[config.mk]
export PLATFORM = sky130hd
export DESIGN_NAME = irq_entry_ctrl
export DESIGN_NICKNAME = d
export VERILOG_FILES = /design/src/rtl/irq_entry_pkg.sv /design/src/rtl/irq_accept_eval.sv /design/src/rtl/irq_bank_ptr.sv /design/src/rtl/irq_entry_fsm.sv /design/src/rtl/irq_entry_ctrl.sv
export SDC_FILE = /design/constraint.sdc
export NUM_CORES = 1
export LEC_CHECK = 0
export ABC_AREA = 1
export BUFFER_PORTS_ARGS = -buffer_cell sky130_fd_sc_hd__buf_2
export CORE_AREA = 2 2 118 74
export CTS_CLUSTER_DIAMETER = 50
export DETAILED_ROUTE_END_ITERATION = 10
export DIE_AREA = 0 0 120 76
export PLACE_DENSITY = 0.71
export SLEW_MARGIN = 20
export SYNTH_ARGS = -nofsm -noshare
export SYNTH_HDL_FRONTEND = slang
export SYNTH_HIERARCHICAL = 1
export SYNTH_SLANG_ARGS = --single-unit
[constraint.sdc]
create_clock -name clk -period 3.2 [get_ports clk]
set_input_delay 0.16 -clock clk [delete_from_list [all_inputs] [get_ports clk]]
set_output_delay 0.16 -clock clk [all_outputs]
set_load 0.1 [all_outputs]
[src/rtl/irq_entry_pkg.sv]
package irq_entry_pkg;

  typedef enum logic [2:0] {
    ST_IDLE    = 3'd0,
    ST_ACCEPT  = 3'd1,
    ST_VFETCH  = 3'd2,
    ST_SAVE    = 3'd3,
    ST_MASKUPD = 3'd4,
    ST_JUMP    = 3'd5
  } entry_st_t;

  typedef enum logic [1:0] {
    K_IRQ  = 2'd0,
    K_NMI  = 2'd1,
    K_UBRK = 2'd2,
    K_EXC  = 2'd3
  } src_kind_t;

endpackage

[src/rtl/irq_accept_eval.sv]
module irq_accept_eval
  import irq_entry_pkg::*;
#(
  parameter int MASK_W = 4
) (
  input  logic [1:0]        req_kind,
  input  logic [MASK_W-1:0] req_level,
  input  logic [MASK_W-1:0] cur_mask,
  input  logic [1:0]        lat_kind,
  input  logic [MASK_W-1:0] lat_level,
  output logic              take,
  output logic [MASK_W-1:0] nxt_mask
);

  // Effective priority is one bit wider so the non-maskable source sits above every mask.
  function automatic logic [MASK_W:0] eff_prio(input logic [1:0] k, input logic [MASK_W-1:0] lvl);
    if (k == K_NMI) return {1'b1, {MASK_W{1'b0}}};
    return {1'b0, lvl};
  endfunction

  // Mask written on entry: saturate the non-maskable level, keep it for exceptions.
  function automatic logic [MASK_W-1:0] entry_mask(input logic [1:0] k, input logic [MASK_W-1:0] lvl,
                                                   input logic [MASK_W-1:0] old);
    case (k)
      K_NMI:   return {MASK_W{1'b1}};
      K_EXC:   return old;
      default: return lvl;
    endcase
  endfunction

  always_comb begin
    take     = (req_kind == K_EXC) || (eff_prio(req_kind, req_level) > {1'b0, cur_mask});
    nxt_mask = entry_mask(lat_kind, lat_level, cur_mask);
  end

endmodule

[src/rtl/irq_bank_ptr.sv]
module irq_bank_ptr #(
  parameter int NUM_BANKS = 15,
  parameter int PTR_W     = $clog2(NUM_BANKS + 1)
) (
  input  logic             clk,
  input  logic             rst_n,
  input  logic             inc,
  input  logic             dec,
  output logic [PTR_W-1:0] ptr,
  output logic             full
);

  logic up, dn;

  always_comb begin
    full = (ptr == PTR_W'(NUM_BANKS));
    up   = inc && !full;
    dn   = dec && (ptr != '0);
  end

  always_ff @(posedge clk) begin
    if (!rst_n)         ptr <= '0;
    else if (up && !dn) ptr <= ptr + 1'b1;
    else if (dn && !up) ptr <= ptr - 1'b1;
  end

endmodule

[src/rtl/irq_entry_fsm.sv]
module irq_entry_fsm
  import irq_entry_pkg::*;
#(
  parameter int MASK_W     = 4,
  parameter int VEC_W      = 8,
  parameter int ADDR_W     = 32,
  parameter int PTR_W      = 4,
  parameter int OVF_VECTOR = 160
) (
  input  logic              clk,
  input  logic              rst_n,
  input  logic              req_valid,
  input  logic [1:0]        req_kind,
  input  logic [MASK_W-1:0] req_level,
  input  logic [VEC_W-1:0]  req_vector,
  input  logic              bank_en,
  input  logic              ovf_trap_en,
  input  logic              take,
  input  logic [MASK_W-1:0] nxt_mask,
  input  logic              full,
  input  logic [PTR_W-1:0]  ptr,
  input  logic              mask_load,
  input  logic [MASK_W-1:0] mask_load_val,
  input  logic [ADDR_W-1:0] vec_base,
  output logic [1:0]        lat_kind,
  output logic [MASK_W-1:0] lat_level,
  output logic              lat_is_nmi,
  output logic [MASK_W-1:0] mask_level,
  output logic              accept,
  output logic              busy,
  output logic              push_sr_pc,
  output logic              ctx_to_bank,
  output logic              ctx_to_stack,
  output logic              bank_ovf_exc,
  output logic [PTR_W-1:0]  bank_idx,
  output logic              mask_wr,
  output logic              jump_valid,
  output logic [ADDR_W-1:0] jump_addr
);

  entry_st_t        st;
  logic [VEC_W-1:0] lat_vec, hnd_vec;
  logic             lat_ben, lat_oen;
  logic             start, elig, in_save;

  function automatic logic [ADDR_W-1:0] handler_addr(input logic [ADDR_W-1:0] base,
                                                     input logic [VEC_W-1:0] v);
    return base + ADDR_W'({v, 2'b00});
  endfunction

  always_comb begin
    start        = (st == ST_IDLE) && req_valid && take;
    in_save      = (st == ST_SAVE);
    elig         = (lat_kind == K_IRQ) && lat_ben;
    ctx_to_bank  = in_save && elig && !full;
    bank_ovf_exc = in_save && elig && full && lat_oen;
    ctx_to_stack = in_save && !ctx_to_bank && !bank_ovf_exc;
    push_sr_pc   = in_save;
    bank_idx     = ctx_to_bank ? ptr : '0;
    accept       = (st == ST_ACCEPT);
    busy         = (st != ST_IDLE);
    mask_wr      = (st == ST_MASKUPD);
    jump_valid   = (st == ST_JUMP);
    jump_addr    = jump_valid ? handler_addr(vec_base, hnd_vec) : '0;
    lat_is_nmi   = (lat_kind == K_NMI);
  end

  always_ff @(posedge clk) begin
    if (!rst_n) begin
      st <= ST_IDLE;
    end else begin
      case (st)
        ST_IDLE:    if (start) st <= ST_ACCEPT;
        ST_ACCEPT:  st <= ST_VFETCH;
        ST_VFETCH:  st <= ST_SAVE;
        ST_SAVE:    st <= ST_MASKUPD;
        ST_MASKUPD: st <= ST_JUMP;
        default:    st <= ST_IDLE;
      endcase
    end
  end

  always_ff @(posedge clk) begin
    if (!rst_n) begin
      lat_kind  <= '0;
      lat_level <= '0;
      lat_vec   <= '0;
      lat_ben   <= 1'b0;
      lat_oen   <= 1'b0;
      hnd_vec   <= '0;
    end else begin
      if (start) begin
        lat_kind  <= req_kind;
        lat_level <= req_level;
        lat_vec   <= req_vector;
        lat_ben   <= bank_en;
        lat_oen   <= ovf_trap_en;
      end
      if (st == ST_VFETCH)      hnd_vec <= lat_vec;
      else if (bank_ovf_exc)    hnd_vec <= VEC_W'(OVF_VECTOR);
    end
  end

  always_ff @(posedge clk) begin
    if (!rst_n)         mask_level <= '1;
    else if (mask_wr)   mask_level <= nxt_mask;
    else if (mask_load) mask_level <= mask_load_val;
  end

endmodule

[src/rtl/irq_entry_ctrl.sv]
module irq_entry_ctrl #(
  parameter int MASK_W     = 4,
  parameter int VEC_W      = 8,
  parameter int ADDR_W     = 32,
  parameter int NUM_BANKS  = 15,
  parameter int OVF_VECTOR = 160,
  localparam int PTR_W     = $clog2(NUM_BANKS + 1)
) (
  input  logic              clk,
  input  logic              rst_n,
  input  logic              req_valid,
  input  logic [1:0]        req_kind,
  input  logic [MASK_W-1:0] req_level,
  input  logic [VEC_W-1:0]  req_vector,
  input  logic              bank_en,
  input  logic              ovf_trap_en,
  input  logic              bank_restore,
  input  logic              mask_load,
  input  logic [MASK_W-1:0] mask_load_val,
  input  logic [ADDR_W-1:0] vec_base,
  output logic              accept,
  output logic              busy,
  output logic              push_sr_pc,
  output logic              ctx_to_bank,
  output logic              ctx_to_stack,
  output logic              bank_ovf_exc,
  output logic [PTR_W-1:0]  bank_idx,
  output logic [PTR_W-1:0]  banks_used,
  output logic [MASK_W-1:0] mask_level,
  output logic              mask_wr,
  output logic              jump_valid,
  output logic [ADDR_W-1:0] jump_addr
);

  logic              take, full, lat_is_nmi;
  logic [MASK_W-1:0] nxt_mask, lat_level;
  logic [1:0]        lat_kind;

  irq_accept_eval #(.MASK_W(MASK_W)) u_eval (
    .req_kind  (req_kind),
    .req_level (req_level),
    .cur_mask  (mask_level),
    .lat_kind  (lat_kind),
    .lat_level (lat_level),
    .take      (take),
    .nxt_mask  (nxt_mask)
  );

  irq_bank_ptr #(.NUM_BANKS(NUM_BANKS), .PTR_W(PTR_W)) u_ptr (
    .clk   (clk),
    .rst_n (rst_n),
    .inc   (ctx_to_bank),
    .dec   (bank_restore),
    .ptr   (banks_used),
    .full  (full)
  );

  irq_entry_fsm #(
    .MASK_W(MASK_W), .VEC_W(VEC_W), .ADDR_W(ADDR_W),
    .PTR_W(PTR_W), .OVF_VECTOR(OVF_VECTOR)
  ) u_fsm (
    .clk           (clk),
    .rst_n         (rst_n),
    .req_valid     (req_valid),
    .req_kind      (req_kind),
    .req_level     (req_level),
    .req_vector    (req_vector),
    .bank_en       (bank_en),
    .ovf_trap_en   (ovf_trap_en),
    .take          (take),
    .nxt_mask      (nxt_mask),
    .full          (full),
    .ptr           (banks_used),
    .mask_load     (mask_load),
    .mask_load_val (mask_load_val),
    .vec_base      (vec_base),
    .lat_kind      (lat_kind),
    .lat_level     (lat_level),
    .lat_is_nmi    (lat_is_nmi),
    .mask_level    (mask_level),
    .accept        (accept),
    .busy          (busy),
    .push_sr_pc    (push_sr_pc),
    .ctx_to_bank   (ctx_to_bank),
    .ctx_to_stack  (ctx_to_stack),
    .bank_ovf_exc  (bank_ovf_exc),
    .bank_idx      (bank_idx),
    .mask_wr       (mask_wr),
    .jump_valid    (jump_valid),
    .jump_addr     (jump_addr)
  );

endmodule

==> flow_metrics.py <==
metrics = {
    "sta": {
        "relSlewSlack_pct": 55.5,
        "timing.final.max_slew_violations": 0,
        "max_freq_mhz": 366,
        "period_needed_ns": 2.73,
        "skew_ns": 0.00576,
        "worst_pin_slew_ns": 0.665,
        "hold-worst-slack_ns": 0.115,
        "setup_viol": 0,
        "rsz0062_at_grt": "false",
        "hold_viol": 0,
        "setup_tns_ns": 0,
        "finalCritPeriodShare_pct": 85.4,
    },
    "global_route": {
        "met1_usage_pct": 31.4,
        "grt_pass1_wl_um": 15600,
        "grt-busiest-layer": "met1",
        "antenna_found_initial": 0,
        "grtUsageMet2_pct": 30.6,
        "grt-ovfl-total": 0,
        "grt_max_degree": 34,
        "grt_use_total_pct": 20.8,
        "grt_pass1_vias": 3298,
        "met3_usage_pct": 4.27,
    },
    "final_layout": {
        "fillers": 838,
        "final_core_util_pct": 48.2,
        "insertedDiodeCount": 0,
        "finalNetCount": 726,
        "final_common_cell": "nand2_1",
        "area_growth_syn_to_layout_pct": 26.0,
        "drive_gt1_share_pct": 22.2,
        "final_cell_mix": "nand2_1, buf_2, inv_1, nor2_1, a21oi_1",
        "multi_input_area_um2": 2010,
        "ff_latch_area_um2": 701,
    },
    "synth": {
        "synth_cells": 544,
        "syn_nets": 618,
        "syn-mean-instance-area_um2": 5.74,
        "synth_warnings": 6,
        "netlist_area_um2": 3120,
    },
    "cts": {
        "post_cts_resized": 0,
        "clock_path_buffers": 2,
        "cts_tree": "built",
        "clock_sinks": 35,
        "postCtsSetupBuffers": 0,
        "h-tree-depth": 2,
        "postCtsHoldBufs": 0,
        "clk_latency_ns": 0.28,
        "cts_root_buf": "clkbuf_16",
        "cts.clk_slew.worst_paths_ns": 0.06,
        "cts_buffers": 5,
    },
    "setup_path": {
        "critical_path_class": "flop to output pin",
        "cp-start-kind": "flop",
        "cp_max_fo": 7,
        "crit_arrival_ns": 2.57,
        "cp-end-kind": "output pin",
        "required_ns": 3.04,
    },
    "routing": {
        "wl_um": 9510,
        "vias": 3715,
        "drtAntennaViolNets": 0,
        "viasPerCell": 4.86,
        "drt_iter0_drc": 269,
        "drtPass1Iterations": 6,
        "routedWlPerCell_um": 12.4,
        "drc": 0,
    },
    "floorplanning": {
        "die_x_um": 120,
        "row_count": 26,
        "dieArea_um2": 9120,
        "ios": 109,
        "die_h_um": 76,
        "initial_core_util_pct": 38.3,
        "core_area_um2": 8170,
    },
    "power": {
        "switchingPower_mw": 1.07,
        "pwr-share-seq_pct": 28.7,
        "power_density_nw_per_um2": 546,
        "design_power_total_mw": 2.15,
        "p_int_mw": 1.08,
        "clkPwrFrac_pct": 21.6,
        "power_frac_comb_pct": 49.6,
        "peakVddDrop_mv": 0.450,
        "p_leak_nw": 2.12,
        "swShare_pct": 49.9,
    },
    "place": {
        "dp_hpwl_um": 7840,
        "gp_congestion": 0.975,
        "port_buffers": 108,
    },
    "run_status": {
        "status": "finished clean",
    },
    "worst_hold_path": {
        "worst_hold_path_type": "primary input to flop",
    },
    "run": {
        "drv_cap": 0,
    },
}
metal layers:
metal	vias up	share of wire (%)
met3	12	7.7
met2	115	41
met5	-	0
li1	1916	-
met4	0	0.68
met1	1672	51
final cells by class:
class                   instances  share of cell area [%]
clock inverters                 2                   0.318
well taps                     112                    3.56
flip-flops and latches         35                    17.8
inverters                     105                    10.0
multi-input cells             396                    51.1
repair buffers                109                    13.9
clock buffers                   6                    3.27
power groups by stage:
stage | Clock (mW) | Sequential [mW] | Combinational [mW]
final | 0.465 | 0.617 | 1.07
after global routing | 0.500 | 0.632 | 1.16
after CTS | 0.473 | 0.616 | 1.06
after detailed placement | 0 | 0.626 | 1.05
after global placement | 0 | 0.619 | 1.04
after floorplan | 0 | 0.780 | 0.682
through the flow:
step,cells,setup WS (ns),cell area (um2)
after global placement,757,0.829,3790
after floorplan,544,0.0475,3160
final,765,0.469,3940
after CTS,765,0.472,3940
after global routing,765,0.268,3940
after detailed placement,757,0.766,3790
final timing paths:
kind / start / end / slack, ns / cells past startpoint
worst max register to register: u_ptr/ptr[0]$_SDFFE_PN0P_ / u_ptr/ptr[3]$_SDFFE_PN0P_ / 0.71 / 13
worst min-delay path: mask_load_val[2] / u_fsm/mask_level[2]$_SDFFE_PN1P_ / 0.11 / 3
worst max-delay path: u_fsm/hnd_vec[0]$_SDFFE_PN0P_ / jump_addr[30] / 0.47 / 11
worst min register to register: u_fsm/lat_vec[4]$_SDFFE_PN0P_ / u_fsm/lat_vec[4]$_SDFFE_PN0P_ / 0.45 / 2
worst max-delay path, cell delays in order (launching register included):
cell	delay [ns]
dfxtp_1	0.35
ha_1	0.21
inv_1	0.07
fa_1	0.35
inv_1	0.13
nand2_1	0.09
a21oi_1	0.20
nand2_1	0.09
nand2_2	0.13
nand3b_1	0.09
a21oi_1	0.14
buf_2	0.44
flip-flops by register name (all words and copies together) (netlist names), 2 cells and up:
signal            flops
u_fsm/hnd_vec         8
u_fsm/lat_kind        2
u_fsm/lat_level       4
u_fsm/lat_vec         8
u_fsm/mask_level      4
u_fsm/st              3
u_ptr/ptr             4
(Power assumes the default switching activity.)
